**src/rtl/edh_flag_port.sv**
```systemverilog
module edh_flag_port (
  input  logic       clk,
  input  logic       rst_n,
  input  logic       rd_nwr,
  input  logic [1:0] grp_sel,
  input  logic [4:0] flag_in,
  output logic [4:0] flag_out,
  output logic       flag_oe,
  input  logic [4:0] inc_ff,
  input  logic [4:0] inc_ap,
  input  logic [4:0] inc_anc,
  input  logic       inc_apv,
  input  logic       inc_ffv,
  input  logic [4:0] gen_ff,
  input  logic [4:0] gen_ap,
  input  logic [4:0] gen_anc,
  input  logic       gen_apv,
  input  logic       gen_ffv,
  input  logic [3:0] host_en,
  input  logic [4:0] host_ff,
  input  logic [4:0] host_ap,
  input  logic [4:0] host_anc,
  input  logic       host_apv,
  input  logic       host_ffv,
  input  logic       pkt_sent,
  output logic [4:0] out_ff,
  output logic [4:0] out_ap,
  output logic [4:0] out_anc,
  output logic       out_apv,
  output logic       out_ffv
);
  logic [3:0] pend;
  logic [4:0] p_ff, p_ap, p_anc;
  logic [1:0] p_vld;
  logic       src_in;
  logic [4:0] rd_val;
  logic       wr;

  assign wr      = ~rd_nwr;
  assign flag_oe = rd_nwr;

  assign out_ff  = pend[0] ? p_ff  : host_en[0] ? host_ff  : gen_ff;
  assign out_ap  = pend[1] ? p_ap  : host_en[1] ? host_ap  : gen_ap;
  assign out_anc = pend[2] ? p_anc : host_en[2] ? host_anc : gen_anc;
  assign {out_apv, out_ffv} = pend[3] ? p_vld :
                              host_en[3] ? {host_apv, host_ffv} : {gen_apv, gen_ffv};

  always_comb begin
    case (grp_sel)
      2'd0:    rd_val = src_in ? inc_ff  : out_ff;
      2'd1:    rd_val = src_in ? inc_ap  : out_ap;
      2'd2:    rd_val = src_in ? inc_anc : out_anc;
      default: rd_val = {src_in, src_in ? {inc_apv, inc_ffv} : {out_apv, out_ffv}, 2'b00};
    endcase
  end

  always_ff @(posedge clk or negedge rst_n) begin
    if (!rst_n) begin
      pend     <= '0;
      p_ff     <= '0;
      p_ap     <= '0;
      p_anc    <= '0;
      p_vld    <= '0;
      src_in   <= 1'b0;
      flag_out <= '0;
    end else begin
      flag_out <= rd_val;
      if (pkt_sent) pend <= '0;
      if (wr) begin
        pend[grp_sel] <= 1'b1;
        case (grp_sel)
          2'd0:    p_ff  <= flag_in;
          2'd1:    p_ap  <= flag_in;
          2'd2:    p_anc <= flag_in;
          default: begin
            src_in <= flag_in[4];
            p_vld  <= flag_in[3:2];
          end
        endcase
      end
    end
  end

  assert_capture_R4: assert property (@(posedge clk) disable iff (!rst_n)
    (wr && grp_sel == 2'd0) |=> (out_ff == $past(flag_in)));
  assert_clear_R5: assert property (@(posedge clk) disable iff (!rst_n)
    (pkt_sent && rd_nwr) |=> (pend == 4'd0));
  assert_write_wins_R5: assert property (@(posedge clk) disable iff (!rst_n)
    (pkt_sent && wr) |=> $onehot0(pend) && pend[$past(grp_sel)]);
  assert_src_hold_R8: assert property (@(posedge clk) disable iff (!rst_n)
    !(wr && grp_sel == 2'd3) |=> $stable(src_in));
  assert_pad_zero_R3: assert property (@(posedge clk) disable iff (!rst_n)
    (grp_sel == 2'd3) |=> (flag_out[1:0] == 2'b00));
  assert_port_beats_host_R6: assert property (@(posedge clk) disable iff (!rst_n)
    (wr && grp_sel == 2'd1 && !pkt_sent) ##1 host_en[1] |-> (out_ap == $past(flag_in)));
endmodule

```
**config.mk**
```make
export PLATFORM = sky130hd
export DESIGN_NAME = edh_flag_port
export DESIGN_NICKNAME = d
export VERILOG_FILES = /design/src/rtl/edh_flag_port.sv
export SDC_FILE = /design/constraint.sdc
export NUM_CORES = 1
export LEC_CHECK = 0
export ABC_CLOCK_PERIOD_IN_PS = 2300
export BUFFER_PORTS_ARGS = -buffer_cell sky130_fd_sc_hd__buf_4
export CAP_MARGIN = 20
export CORE_ASPECT_RATIO = 0.6
export CORE_MARGIN = 2
export CORE_UTILIZATION = 50
export CTS_BUF_LIST = sky130_fd_sc_hd__clkbuf_4
export CTS_CLUSTER_DIAMETER = 50
export DETAILED_ROUTE_END_ITERATION = 8
export GPL_TIMING_DRIVEN = 1
export PLACE_DENSITY = 0.87
export SLEW_MARGIN = 15
export SYNTH_ARGS = -nofsm -noshare
export SYNTH_HDL_FRONTEND = slang
export SYNTH_SLANG_ARGS = --single-unit
```
**constraint.sdc**
```tcl
create_clock -name clk -period 2.3 [get_ports clk]
set_clock_uncertainty 0.15 [all_clocks]
set_input_delay 0.69 -clock clk [delete_from_list [all_inputs] [get_ports clk]]
set_output_delay 0.69 -clock clk [all_outputs]
set_load 0.03 [all_outputs]
```
==> Word level (Yosys, flattened, before mapping) <==
Index checks and enable logic that the tools add are counted.
{ "word_totals": {"elab_cells": 38, "in_bits": 66, "output_inout_bits": 23, "ff_bits": 27} }
{ "classes": {"bitwise_logic": 3, "muxes": 17, "n_reduce_logical": 7, "n_lt_le_gt_ge": 2, "eq_ne": 2} }
{ "op_table": {"columns": ["op", "n"], "rows": [
  ["2-to-1 mux 5 bit", 9],
  ["one-hot mux 5 bit (3 select lines)", 1],
  ["2-to-1 mux 4 bit", 2],
  ["AND reduction 2 bit", 4],
  ["2-to-1 mux 2 bit", 3],
  ["bitwise OR 4 bit", 1],
  ["< comparator 2 x 3 -> 1 bit (second input constant)", 1],
  ["OR reduction 3 bit", 1],
  ["demux 1 bit (select 2 bit)", 1],
  ["== test 2 x 1 -> 1 bit (second input constant)", 1],
  ["== test 2 bit (second input constant)", 1],
  [">= comparator 2 x 1 -> 1 bit (second input constant)", 1],
  ["logical NOT 2 bit", 1],
  ["NOT 1 bit", 2],
  ["logical AND 1 bit", 1],
  ["2-to-1 mux 1 bit", 1]
]} }

==> Depth between registers and ports, before layout <==
{ "depth": {"ltp_word": 6, "mapped_depth": 6, "depth_no_buf": 4} }

==> Worst setup path before layout <==
OpenSTA, ideal clock, no wires.
{ "synth_path": {"path_type": "input port to output port", "startpoint": "in host_en[1]", "endpoint": "out out_ap[1]", "path_slack_ns": -0.217, "t_required_ns": 1.460, "t_arrival_ns": 1.677, "stages": 3, "n_path_buf": 1, "path_cell_list": "buf_4 mux2i_1 o21ai_0"} }
{ "synth_between": {"elab_chain_len": 2} }
{ "synth_rtl": {"columns": ["item", "line_no", "rtl"], "rows": [
  ["from (decl)", "19", "input logic [3:0] host_en,"],
  ["2-to-1 mux 5 bit (2 in series)", "43", "assign out_ap = pend[1] ? p_ap : host_en[1] ? host_ap : gen_ap;"],
  ["to (decl)", "27", "output logic [4:0] out_ap,"]
]} }
No other way between the ends.

==> Worst setup path in the final report <==
{ "layout_path": {"startpoint": "in host_en[0]", "endpoint": "out out_ff[2]"} }
{ "layout_between": {"elab_chain_len": 2} }
{ "layout_rtl": {"columns": ["item", "line_no", "rtl"], "rows": [
  ["2-to-1 mux 5 bit (2 in series)", "42", "assign out_ff = pend[0] ? p_ff : host_en[0] ? host_ff : gen_ff;"],
  ["to (decl)", "26", "output logic [4:0] out_ff,"]
]} }
No other way between the ends.

==> impl_results.md <==
- Post-synthesis adder-cell area fraction: 0
- H-tree levels: 1
- Buffers inserted by post-CTS timing repair: 0
- CP Capture Type: output port
- Port bufs: 88
- Hpwl dp: 3.616 mm
- Die H: about 50 µm
- NumNets Final: 321
- Synth top area cells: dfrtp_1, mux2_2, mux2i_1, o21ai_0, nand2_1
- WP data arrival: 1.38 ns
- Crit share post-route: 0.9657
- Cells along the critical path: buf_4, mux2i_1, o21ai_1, buf_4
- Comb pwr share: 0.403
- DRC errors left: 0
- Syn avg cell area: 9.901 µm²
- Crit-path max FO: 5
- Post-placement setup slack: approximately 0.043 ns
- Starting DRT DRC Count: 83
- Async set-or-reset flop fraction in the synthesized netlist: 1.000
- Mux contribution to synthesized area: 0.2484
- Worst endpoint required time: 1.46 ns
- Initial antenna violation count: 0
- Fraction of final layout cells with drive strength greater than 1: 0.4764
- Vias per cell: 5.401
- Post-synth EDFFs: 0
- RSZ-0062 raised after global routing: false
- Placer Congestion: 0.8348
- Max-cap viol count: 0
- Bufs and invs on worst path: 2
- Post-synth top cells: dfrtp_1, nand2_1, o21ai_0, mux2_2, mux2i_1
- Vias in the first global route: 1,518
- Worst Path Class, Setup: primary input to output port
- Ports: 89
- Slew HR: 0.6866
- Synth warn: 0
- Initial Util: 0.5249
- Most frequent cell after synthesis: dfrtp_1
- Die W: 79.56 µm
- Worst Setup Start Kind: primary input
- Cell taking the most area after synthesis: dfrtp_1
- Post-route minimum period: roughly 2.2 ns
- Switching share of power: 0.3563
- Peak VDD IR: 0.3363 mV
- CTS tree: done
- Remaining Overflow, GRT: 0
- Setup TNS: 0 ns
- WL final: 4.482 mm
- Max Freq: 450.2 MHz
- Combinational family with the most area after synthesis: multiplexers
- Post-synthesis xor/xnor area fraction: 0
- Final setup vio count: 0
- Leakage: ~1.2 nW
- Hold buffers post-CTS: 0
- Seq pwr share: 0.439
- Cell mode on critical path: buf_4
- CTS Sinks: 27
- Commonest register cell after synthesis: dfrtp_1
- Post-Syn Nets: around 240
- Pint: 0.0009071 W
- #FFs+latches synth: 27
- Antenna cells: 0
- Sequential fraction of the synthesis area: 0.3944
- Status: completed
- PwrDens: 585.7 mW/mm²
- Worst Slack Setup Final: between 0.07 and 0.08 ns
- Syn Inst Count: 173
- Routed wire per std cell: 14.99 µm
- Clock transition at the registers of the reported paths: ~0.14 ns
- Pins Over Slew Limit: 0
- Post-CTS sizing: 0
- Area occupied by multi-input gates: roughly 950 µm²
- Share of the synthesized area in the top cell type: 0.3944
- Max stage delay cell, worst path: o21ai_1
- Core Area: between 0.003 and 0.004 mm²
- Critical path's top delay family: buffers and inverters
- Sw power: approximately 0.00050 W
- Largest net degree at the start of global routing: 28
- Clock power share: 0.158
- Fillcell total: 253
- Post-Syn Area: 0.001713 mm²
- Synth cell types: 30
- Synth Area in Simple Gates: 0.1286
- Sequential cell area: 676.9 µm²
- Hold Fails Final Rpt: 0
- DIE AREA: 0.003925 mm²
- Worst Hold Class: primary input to asynchronous set/reset pin
- Compound-Gate Fraction of Synth Area: 0.1702
- Row cnt: 16
- Root Driver: clkbuf_4
- Clock latency on the worst-skew pair: 0.34 ns
- Total GRT Usage: 0.2397
- CTS Buffer Depth: 2
- Via count: 1,615
- First-pass GRT wire length: just over 7 mm
- Biggest cell delay along the critical path: 0.21 ns
- First-pass DRT Iterations: 4
- Area growth, synth to finish: 40.47%
- Worst Max-Slew Pin Slew: between 0.4 and 0.5 ns
- CTS buffer count: 3
- Post-route ant nets: 0
## worst paths after layout
check / end / cells past startpoint / slack, ns / start
min in group clk: p_vld[1] / 1 / 0.37 / p_vld[1]
max reg2reg: flag_out[0] / 4 / 0.62 / pend[2]
min: flag_out[3] / 1 / 0.09 / rst_n
min reg2reg: p_vld[1] / 1 / 0.37 / p_vld[1]
max in group asynchronous: pend[2] / 1 / 1.64 / rst_n
max: out_ff[2] / 4 / 0.08 / host_en[0]
## registers in the layout (all words and copies together) (netlist names)
| signal | flops |
|---|---|
| p_vld | 2 |
| p_anc | 5 |
| src_in | 1 |
| p_ap | 5 |
| p_ff | 5 |
| flag_out | 5 |
| pend | 4 |
## metrics by stage
stage	total power, W	std cells	util	instance area (µm²)	hold slack, ns
3_5_place_dp	0.001195	295	0.7266	2371	0.3450
3_3_place_gp	0.001180	295	0.7266	2371	0.3404
6_report	0.001409	299	0.7373	2406	0.08764
4_1_cts	0.001410	299	0.7358	2401	0.09623
5_1_grt	0.001483	299	0.7373	2406	0.1119
2_1_floorplan	0.0009559	173	-	1720	0.2444
## layout make-up
class                           count  area share
Clock buffer                        4     0.01248
Inverter                            5    0.007800
Multi-Input combinational cell    128      0.3942
Sequential cell                    27      0.2813
Tap cell                           45     0.02340
Timing Repair Buffer               90      0.2808
## placed cells by master (no fill, tap or decap), types with 4 or more instances in the layout
master / netlist / routed
inv_1: 5 / 5
dfrtp_1: 27 / 26
clkbuf_4: 0 / 4
nand2_1: 22 / 22
buf_4: 5 / 90
a21oi_1: 8 / 6
mux2i_1: 20 / 20
o21ai_0: 21 / 6
a21o_1: 4 / 4
o21ai_1: 1 / 15
mux2_2: 20 / 20
nor2b_1: 5 / 5
## power groups by stage
stage | logic [W] | registers, W | clock network (W)
2_1_floorplan | 0.000329 | 0.000627 | 0
5_1_grt | 0.000611 | 0.000630 | 0.000243
3_3_place_gp | 0.000557 | 0.000623 | 0
4_1_cts | 0.000568 | 0.000617 | 0.000225
3_5_place_dp | 0.000567 | 0.000628 | 0
6_report | 0.000568 | 0.000619 | 0.000222
## worst register-to-register path: cells and delay by family, from the launching register on
| kind | cells | cell delay (ns) |
|---|---|---|
| compound gates | 3 | 0.73 |
| flops | 1 | 0.51 |
| simple gates | 1 | 0.19 |
## metal layers
| metal | vias to the layer above | track usage | part of all wire |
|---|---|---|---|
| li1 | 779 | - | - |
| met1 | 742 | 0.3526 | 0.45 |
| met2 | 86 | 0.3473 | 0.43 |
| met3 | 8 | 0.05370 | 0.10 |
| met4 | 0 | 0.08046 | 0.018 |
| met5 | - | 0 | 0 |
## logic make-up after synthesis
logic type | after synthesis
AOI/OAI and AO/OA | 48
and+or+nand+nor | 40
buffers and inverters | 18
muxes | 40
DFF | 27
No activity file was read; power rests on OpenSTA's default activity.
